## src/rtl/zdm_pkg.sv

```systemverilog
package zdm_pkg;
  localparam int unsigned N_DAC_DEF     = 4;
  localparam int unsigned SAMPLE_W_DEF  = 24;
  localparam int unsigned RUN_LIMIT_DEF = 1024;
  localparam int unsigned SYNC_DEF      = 2;
endpackage

```

## src/rtl/zdm_run_counter.sv

```systemverilog
module zdm_run_counter #(
  parameter int unsigned SAMPLE_W  = 24,
  parameter int unsigned RUN_LIMIT = 1024
) (
  input  logic                clk,
  input  logic                rst_n,
  input  logic                take,
  input  logic [SAMPLE_W-1:0] word,
  output logic                run_hit
);
  localparam int unsigned CNT_W = $clog2(RUN_LIMIT + 2);
  localparam logic [CNT_W-1:0] SAT = CNT_W'(RUN_LIMIT + 1);

  logic [CNT_W-1:0] cnt_q;
  logic             is_mid;

  assign is_mid = (word == '0);

  always_ff @(posedge clk or negedge rst_n) begin
    if (!rst_n) begin
      cnt_q <= '0;
    end else if (take) begin
      if (!is_mid) begin
        cnt_q <= '0;
      end else if (cnt_q != SAT) begin
        cnt_q <= cnt_q + 1'b1;
      end
    end
  end

  assign run_hit = (cnt_q == SAT);
endmodule

```

## src/rtl/zdm_pin_sync.sv

```systemverilog
module zdm_pin_sync #(
  parameter int unsigned STAGES = 2
) (
  input  logic clk,
  input  logic rst_n,
  input  logic din,
  output logic dout
);
  logic [STAGES-1:0] st_q;

  genvar g;
  generate
    for (g = 0; g < STAGES; g++) begin : g_stage
      always_ff @(posedge clk or negedge rst_n) begin
        if (!rst_n) begin
          st_q[g] <= 1'b0;
        end else begin
          if (g == 0) begin
            st_q[g] <= din;
          end else begin
            st_q[g] <= st_q[(g == 0) ? 0 : g - 1];
          end
        end
      end
    end
  endgenerate

  assign dout = st_q[STAGES-1];
endmodule

```

## src/rtl/zdm_mute_route.sv

```systemverilog
module zdm_mute_route #(
  parameter int unsigned N_DAC = 4,
  localparam int unsigned SEL_W = (N_DAC > 1) ? $clog2(N_DAC) : 1
) (
  input  logic             dir_out,
  input  logic [SEL_W-1:0] sel,
  input  logic             decode_dis,
  input  logic [N_DAC-1:0] run_hit,
  input  logic             pin_sync,
  output logic             drive_d,
  output logic             oe_d,
  output logic [N_DAC-1:0] mute_d
);
  logic             chosen_flag;
  logic             level;
  logic [N_DAC-1:0] pick;

  assign chosen_flag = run_hit[sel];
  assign level       = dir_out ? chosen_flag : pin_sync;
  assign drive_d     = dir_out & chosen_flag;
  assign oe_d        = dir_out;

  always_comb begin
    pick = '0;
    pick[sel] = 1'b1;
  end

  assign mute_d = decode_dis ? {N_DAC{level}} : (pick & {N_DAC{level}});
endmodule

```

## src/rtl/zdm_mute_ctrl.sv

```systemverilog
module zdm_mute_ctrl
  import zdm_pkg::*;
#(
  parameter int unsigned N_DAC     = N_DAC_DEF,
  parameter int unsigned SAMPLE_W  = SAMPLE_W_DEF,
  parameter int unsigned RUN_LIMIT = RUN_LIMIT_DEF,
  parameter int unsigned SYNC_N    = SYNC_DEF,
  localparam int unsigned SEL_W    = (N_DAC > 1) ? $clog2(N_DAC) : 1
) (
  input  logic                      clk,
  input  logic                      rst_n,
  input  logic [N_DAC-1:0]          samp_valid,
  input  logic [N_DAC*SAMPLE_W-1:0] samp_data,
  output logic [N_DAC-1:0]          samp_ready,
  input  logic                      dir_out,
  input  logic [SEL_W-1:0]          sel,
  input  logic                      decode_dis,
  input  logic                      pin_in,
  output logic                      pin_drive,
  output logic                      pin_oe,
  output logic [N_DAC-1:0]          mute_req
);
  logic             rdy_q;
  logic [N_DAC-1:0] run_hit;
  logic             pin_sync;
  logic             drive_d;
  logic             oe_d;
  logic [N_DAC-1:0] mute_d;

  always_ff @(posedge clk or negedge rst_n) begin
    if (!rst_n) rdy_q <= 1'b0;
    else        rdy_q <= 1'b1;
  end

  assign samp_ready = {N_DAC{rdy_q}};

  genvar d;
  generate
    for (d = 0; d < N_DAC; d++) begin : g_dac
      zdm_run_counter #(
        .SAMPLE_W (SAMPLE_W),
        .RUN_LIMIT(RUN_LIMIT)
      ) u_cnt (
        .clk    (clk),
        .rst_n  (rst_n),
        .take   (samp_valid[d] & rdy_q),
        .word   (samp_data[d*SAMPLE_W +: SAMPLE_W]),
        .run_hit(run_hit[d])
      );
    end
  endgenerate

  zdm_pin_sync #(.STAGES(SYNC_N)) u_sync (
    .clk  (clk),
    .rst_n(rst_n),
    .din  (pin_in),
    .dout (pin_sync)
  );

  zdm_mute_route #(.N_DAC(N_DAC)) u_route (
    .dir_out   (dir_out),
    .sel       (sel),
    .decode_dis(decode_dis),
    .run_hit   (run_hit),
    .pin_sync  (pin_sync),
    .drive_d   (drive_d),
    .oe_d      (oe_d),
    .mute_d    (mute_d)
  );

  always_ff @(posedge clk or negedge rst_n) begin
    if (!rst_n) begin
      pin_drive <= 1'b0;
      pin_oe    <= 1'b0;
      mute_req  <= '0;
    end else begin
      pin_drive <= drive_d;
      pin_oe    <= oe_d;
      mute_req  <= mute_d;
    end
  end
endmodule

```

## config.mk

```make
export PLATFORM = sky130hd
export DESIGN_NAME = zdm_mute_ctrl
export DESIGN_NICKNAME = d
export VERILOG_FILES = /design/src/rtl/zdm_pkg.sv /design/src/rtl/zdm_run_counter.sv /design/src/rtl/zdm_pin_sync.sv /design/src/rtl/zdm_mute_route.sv /design/src/rtl/zdm_mute_ctrl.sv
export SDC_FILE = /design/constraint.sdc
export NUM_CORES = 1
export LEC_CHECK = 0
export BUFFER_PORTS_ARGS = -buffer_cell sky130_fd_sc_hd__buf_4
export CORE_ASPECT_RATIO = 0.75
export CORE_MARGIN = 2
export CORE_UTILIZATION = 51
export CTS_CLUSTER_DIAMETER = 200
export DETAILED_ROUTE_END_ITERATION = 16
export GPL_TIMING_DRIVEN = 0
export HOLD_SLACK_MARGIN = 0.02
export PLACE_DENSITY = 0.92
export SYNTH_ARGS = -nofsm -noshare
export SYNTH_HDL_FRONTEND = slang
export SYNTH_HIERARCHICAL = 1
export SYNTH_SLANG_ARGS = --single-unit
```

## constraint.sdc

```tcl
create_clock -name clk -period 1.8 [get_ports clk]
set_input_delay 0.27 -clock clk [delete_from_list [all_inputs] [get_ports clk]]
set_output_delay 0.27 -clock clk [all_outputs]
set_load 0.02 [all_outputs]
```

==> run summary, run 1 <==
Synthesis-stage register bit count: 53
FP Rows: 25
Chip width: 99.2 µm
Met2 GRT Util: 38.6%
Most frequent cell after synthesis: dfrtp_1
Ys Warns: 6
Vias in the first global route: 3083
Clock Latency Late Sink: 300 ps
Sequential cell area: 0.00133 mm²
Final hold violation count: 0
Antenna violations before repair: 0
RSZ-0062 raised after global routing: false
Num CTS Buffers: 5
Met3 GRT Util: 4.86%
Headroom to the max-slew limit: 56.3%
Ys flop type: dfrtp_1
Pwr/cell area: 497 mW/mm²
Worst r2r src: rdy_q
Fmax: 583 MHz
Reg2Reg Depth: 4
Commonest cells in the netlist: dfrtp_1 (53), nor2_1 (31), o31ai_1 (21)
CP Launch Point: rdy_q
Cells after DPL: 543
Layer with the highest usage: met2
Non-Filler Instances: 551
Area growth from synthesis to layout: 31.3%
Unique masters post-synth: 41
Detailed Route WL: 8330 µm
Setup TNS: 0 ps
Fin crit share: 95.3%
CP Class: reg2reg
First-pass DRT Iterations: 7
Routed vias: 3335
Worst hold path type: in2reg
Worst Setup End Kind: flop
Clock root buffer: clkbuf_8
Critical Path End: g_dac[3].u_cnt/cnt_q[0]
Worst EP required: 2040 ps
Diodes inserted: 0
Final setup violation count: 0
Mapped Area: 0.00346 mm²
Hold path start: pin_in
Layout Utilization: 70.6%
Worst reg2reg setup slack: 80 ps
M1 GR Usage: 29.0%
Slew Viols, Final: 0
Cells after Synth: 346
Antenna viol nets, final: 0
Fin area: 0.00455 mm²
Share of cells above drive strength 1: 35.5%
Detail Placement HPWL: 6350 µm
Post-synth net total: 461
Asr flop ratio synth: 100%
Total Routing Usage GR: 22.2%
Port Buffers: 116
TritonCTS Sinks: 53
CORE AREA: 0.00644 mm²
Clock skew: 6.57 ps
H-tree levels: 2
Sequential share of the synthesized area: 38.3%
Multi-input combinational cell area: 0.00202 mm²
R2r endpoint: g_dac[3].u_cnt/cnt_q[0]
Synthesized area per cell: 10.0 µm²
Routed len/inst: 15.1 µm
DRC viols: 0
Total die area: 0.00748 mm²
Min Hold Slack: 75.3 ps
Max FO, Critical Path: 10
Max clock buf depth: 2
Arr. time, crit path: 1950 ps
Slew @ Worst Pin: 655 ps
Filler cell count: 462
Chip height: 75.4 µm
Initial DRC Count: 204
Gpl congestion: 0.932
Boundary pin count: 117
Largest net degree at the start of global routing: 54
LEAKAGE: 0.00200 µW
Grt ovf: 0
Drt via density: 6.05
Placed cell area: 0.00444 mm²
EDFF count, synth: 0
Final nets: 585
Worst VDD drop: 0.000504 V
Reg clk slew, reported paths: 90 ps
Max Cap Viol: 0
CTS tree: yes
Area leader, netlist: dfrtp_1
Final min period: 1720 ps
Outcome: finished, final reports clean
Initial core utilization: 53.8%
Worst setup SP type: flop
Synth top area cells: dfrtp_1 (38%), nor4_4 (7.4%), o31ai_1 (4.6%)
First-pass GRT wire length: 13500 µm
Synth top area share: 38.3%
[where the power goes]
part | switching [µW] | internal, µW | total (µW)
sequential | 5.46 | 1200 | 1200
combinational | 161 | 207 | 368
clock | 380 | 307 | 687
[logic make-up after synthesis]
family / synth area share [%]
DFF: 38.3
AOI/OAI and AO/OA: 16.2
buffers and inverters: 3.90
other: 0.108
muxes: 5.02
and+or+nand+nor: 33.6
adders and majority gates: 2.89
[critical path, stage by stage, from the launching register on]
cell     delay [ps]
dfrtp_1         500
and2_1          350
inv_2           170
nor4_2          410
mux2_1          220
[how the worst min path moves through the flow]
stage / end / slack, ps / cells after the start
floorplan: g_dac[0].u_cnt/cnt_q[0] / -30 / 0
global placement: u_sync/dout / 330 / 0
detailed placement: g_dac[1].u_cnt/cnt_q[6] / 340 / 1
CTS: u_sync/st_q[0] / 70 / 1
global route: u_sync/st_q[0] / 50 / 1
finish: u_sync/st_q[0] / 80 / 1
[registers in the layout, indices dropped and copies added, names as in the netlist]
register,flops
g_dac.u_cnt/cnt_q,44
mute_req,4
pin_drive,1
pin_oe,1
rdy_q,1
u_sync/dout,1
u_sync/st_q,1
[timing repair]
| item | CTS | global route |
|---|---|---|
| endpoints found under the setup margin | 0 | 8 |
| setup buffers | 0 | 0 |
| hold endpoints to repair | 13 | 0 |
| hold buffers | 1 | 0 |
| gates resized for setup | 0 | 5 |
[cells in the final DEF, fill, tap and decap left out, types with 7 or more instances in the layout]
cell       synthesis  routed
buf_4              5     121
dfrtp_1           53      53
nor2_1            31      31
o31ai_1           21      21
nand2_1           19      19
inv_1             18      18
nor4_1            19      17
nand3_1           15      15
nor3_1            15      15
a22o_1            15      15
mux2i_1           14      14
o2bb2ai_1         14      14
nand4_1           12      12
nor4_4            12      12
nor4_2             7       9
ha_1               8       8
a21oi_1            7       7
[area by class of cell]
type	instances	share of cell area [%]
Inverter	21	1.73
Tap cell	81	2.23
Sequential cell	53	29.2
Multi-Input combinational cell	263	44.3
Timing Repair Buffer	117	19.4
Clock buffer	7	1.90
Buffer	9	1.27
[through the flow]
step,total power [µW],worst slack (ps)
after CTS,2270,75.6
after global placement,1590,168
after global routing,2350,7.31
after detailed placement,1600,97.7
final,2260,84.2
after floorplan,1330,364
[metal layers]
metal | vias to the layer above | share of wire, %
met3 | 8 | 9.0
li1 | 1572 | -
met5 | - | 0
met2 | 181 | 49
met4 | 0 | 0.91
met1 | 1574 | 41
(Power assumes the default switching activity.)
==> run 2, diff against run 1 <==
--- a/config.mk
+++ b/config.mk
@@ -5,15 +5,16 @@
 export SDC_FILE = /design/constraint.sdc
 export NUM_CORES = 1
 export LEC_CHECK = 0
+export ABC_AREA = 1
 export BUFFER_PORTS_ARGS = -buffer_cell sky130_fd_sc_hd__buf_4
 export CORE_ASPECT_RATIO = 0.75
 export CORE_MARGIN = 2
-export CORE_UTILIZATION = 51
+export CORE_UTILIZATION = 53
 export CTS_CLUSTER_DIAMETER = 200
 export DETAILED_ROUTE_END_ITERATION = 16
 export GPL_TIMING_DRIVEN = 0
 export HOLD_SLACK_MARGIN = 0.02
-export PLACE_DENSITY = 0.92
+export PLACE_DENSITY = 0.93
 export SYNTH_ARGS = -nofsm -noshare
 export SYNTH_HDL_FRONTEND = slang
 export SYNTH_HIERARCHICAL = 1
==> run summary, run 2 <==
First-pass DRT Iterations: 5
Initial core utilization: 53.9%
Ys Warns: 6
Chip width: 103 µm
Clock Latency Late Sink: 310 ps
CTS tree: yes
CP delay by family, top: simple AND/OR/NAND/NOR gates
Worst hold path type: in2reg
Detail Placement HPWL: 7540 µm
Synthesized area per cell: 6.55 µm²
Area growth from synthesis to layout: 28.2%
Headroom to the max-slew limit: 54.4%
Worst EP required: 2050 ps
Outcome: finished, final reports clean
Most common cell on crit path: nand2_1
Detailed Route WL: 9700 µm
Final hold violation count: 0
Met3 GRT Util: 3.74%
Setup TNS: 0 ps
CP Class: reg2reg
Layer with the highest usage: met2
Final nets: 834
Met2 GRT Util: 44.2%
Port Buffers: 116
Arr. time, crit path: 1890 ps
Worst Setup End Kind: flop
CP max-delay cell: dfrtp_1
Final setup violation count: 0
FP Rows: 27
Largest register FFs: 44
EDFF count, synth: 0
Num CTS Buffers: 5
Post-synth net total: 710
Most common cell after layout, fill and taps aside: nand2_1
Drt via density: 5.07
Post-Place Worst Slack: 210 ps
Max Cap Viol: 0
Largest net degree at the start of global routing: 54
Initial DRC Count: 230
Antenna viol nets, final: 0
Routed len/inst: 11.8 µm
TritonCTS Sinks: 53
Pwr/cell area: 451 mW/mm²
Chip height: 78.3 µm
Vias in the first global route: 3896
Synthesis-stage register bit count: 53
Unique masters post-synth: 25
Worst setup SP type: flop
Fin crit share: 91.0%
Slew @ Worst Pin: 685 ps
Clock root buffer: clkbuf_8
Cells after Synth: 595
Most frequent cell after synthesis: nand2_1
Share of cells above drive strength 1: 22.5%
Ys flop type: dfrtp_1
LEAKAGE: 0.00265 µW
Total die area: 0.00807 mm²
Routed vias: 4160
Final worst setup slack: 161 ps
Largest regs: g_dac.u_cnt/cnt_q (44), mute_req (4)
Max clock buf depth: 2
First-pass GRT wire length: 16500 µm
Slew Viols, Final: 0
Worst-path cell chain: nor2_1 > nand3_2 > nor2_4 > nand4_4 > nand2_4 > buf_8 > nand2_1 > nand2_1
Fmax: 610 MHz
H-tree levels: 2
Synth top area cells: dfrtp_1 (34%), nand2_1 (19%), nor2_1 (13%)
DRC viols: 0
Reg clk slew, reported paths: 100 ps
Worst VDD drop: 0.000365 V
M1 GR Usage: 32.6%
Clock skew: 6.41 ps
CORE AREA: 0.00723 mm²
Sequential share of the synthesized area: 34.0%
Antenna violations before repair: 0
Post-cts resize count: 0
Final min period: 1640 ps
Mapped Area: 0.00390 mm²
Grt ovf: 0
Commonest cells in the netlist: nand2_1 (200), nor2_1 (140), nand3_1 (62)
Top reg by flops: g_dac.u_cnt/cnt_q
RSZ-0062 raised after global routing: false
Delay of the slowest critical-path stage: 470 ps
Most frequent cells in the layout: nand2_1 (200), nor2_1 (140), buf_4 (121), nand3_1 (62), dfrtp_1 (53)
Synth top area share: 34.0%
Max FO, Critical Path: 10
Diodes inserted: 0
CP bufs+invs: 1
Asr flop ratio synth: 100%
Boundary pin count: 117
Area leader, netlist: dfrtp_1
Gpl congestion: 0.945
Total Routing Usage GR: 25.3%
run 2: worst reg2reg max path, cell delays in order, from the launching register on:
cell     delay [ps]
dfrtp_1         470
nor2_1          180
nand3_2         140
nor2_4          200
nand4_4         180
nand2_4         110
buf_8           140
nand2_1          80
nand2_1          70
run 2: through the flow:
stage                     cell area, µm²  power (µW)  util, %  cells  hold WS, ps
after floorplan                     3900        1330        -    595        -25.6
after global placement              4900        1560     67.7    812          353
after detailed placement            4900        1570     67.7    812          358
after CTS                           5000        2270     69.1    821         51.6
after global routing                5000        2350     69.1    821         47.9
final                               5000        2250     69.1    821         57.6
run 2: path summary, 6_finish.rpt:
check,from,end,slack (ps),depth (start not counted)
max in group asynchronous,rst_n,g_dac[0].u_cnt/cnt_q[9],810,2
worst min register to register,u_sync/st_q[0],u_sync/dout,390,0
worst max-delay path,g_dac[0].u_cnt/cnt_q[6],g_dac[0].u_cnt/cnt_q[4],160,8
min in group asynchronous,rst_n,g_dac[1].u_cnt/cnt_q[7],540,2
worst min-delay path,pin_in,u_sync/st_q[0],60,1
worst max register to register,g_dac[0].u_cnt/cnt_q[6],g_dac[0].u_cnt/cnt_q[4],160,8
run 2: cell type report:
class	count	area, µm²
sequential	53	1330
inverter	40	150
buffer	18	151
clock buffer	5	68.8
clock inverter	3	22.5
fill	605	2230
multi-input combinational	484	2270
tap	101	126
timing repair buffer	117	881
run 2: cells by family after synthesis:
group / synth area share, %
other: 0.0962
AND/OR/NAND/NOR: 50.8
buffers and inverters: 7.73
flip-flops: 34.0
adder cells (fa/ha/maj): 2.57
AO/OA/AOI/OAI: 1.03
XOR/XNOR: 3.82
run 2: what timing repair did:
action / CTS / global route
hold buffers: 1 / 0
buffers inserted: 0 / 0
endpoints found under the hold margin: 46 / 0
run 2: report_power, final:
| part | total [µW] | internal (µW) | switching [µW] |
|---|---|---|---|
| logic | 343 | 200 | 143 |
| registers | 1200 | 1200 | 5.83 |
| clock network | 706 | 277 | 428 |
run 2: routing by layer:
metal  part of all wire [%]  vias up  routed length (µm)
met3                    5.8       15                 562
li1                       -     2120                   -
met2                     50      154                4860
met1                     43     1871                4130
met5                      0        -                   0
met4                    1.5        0                 144
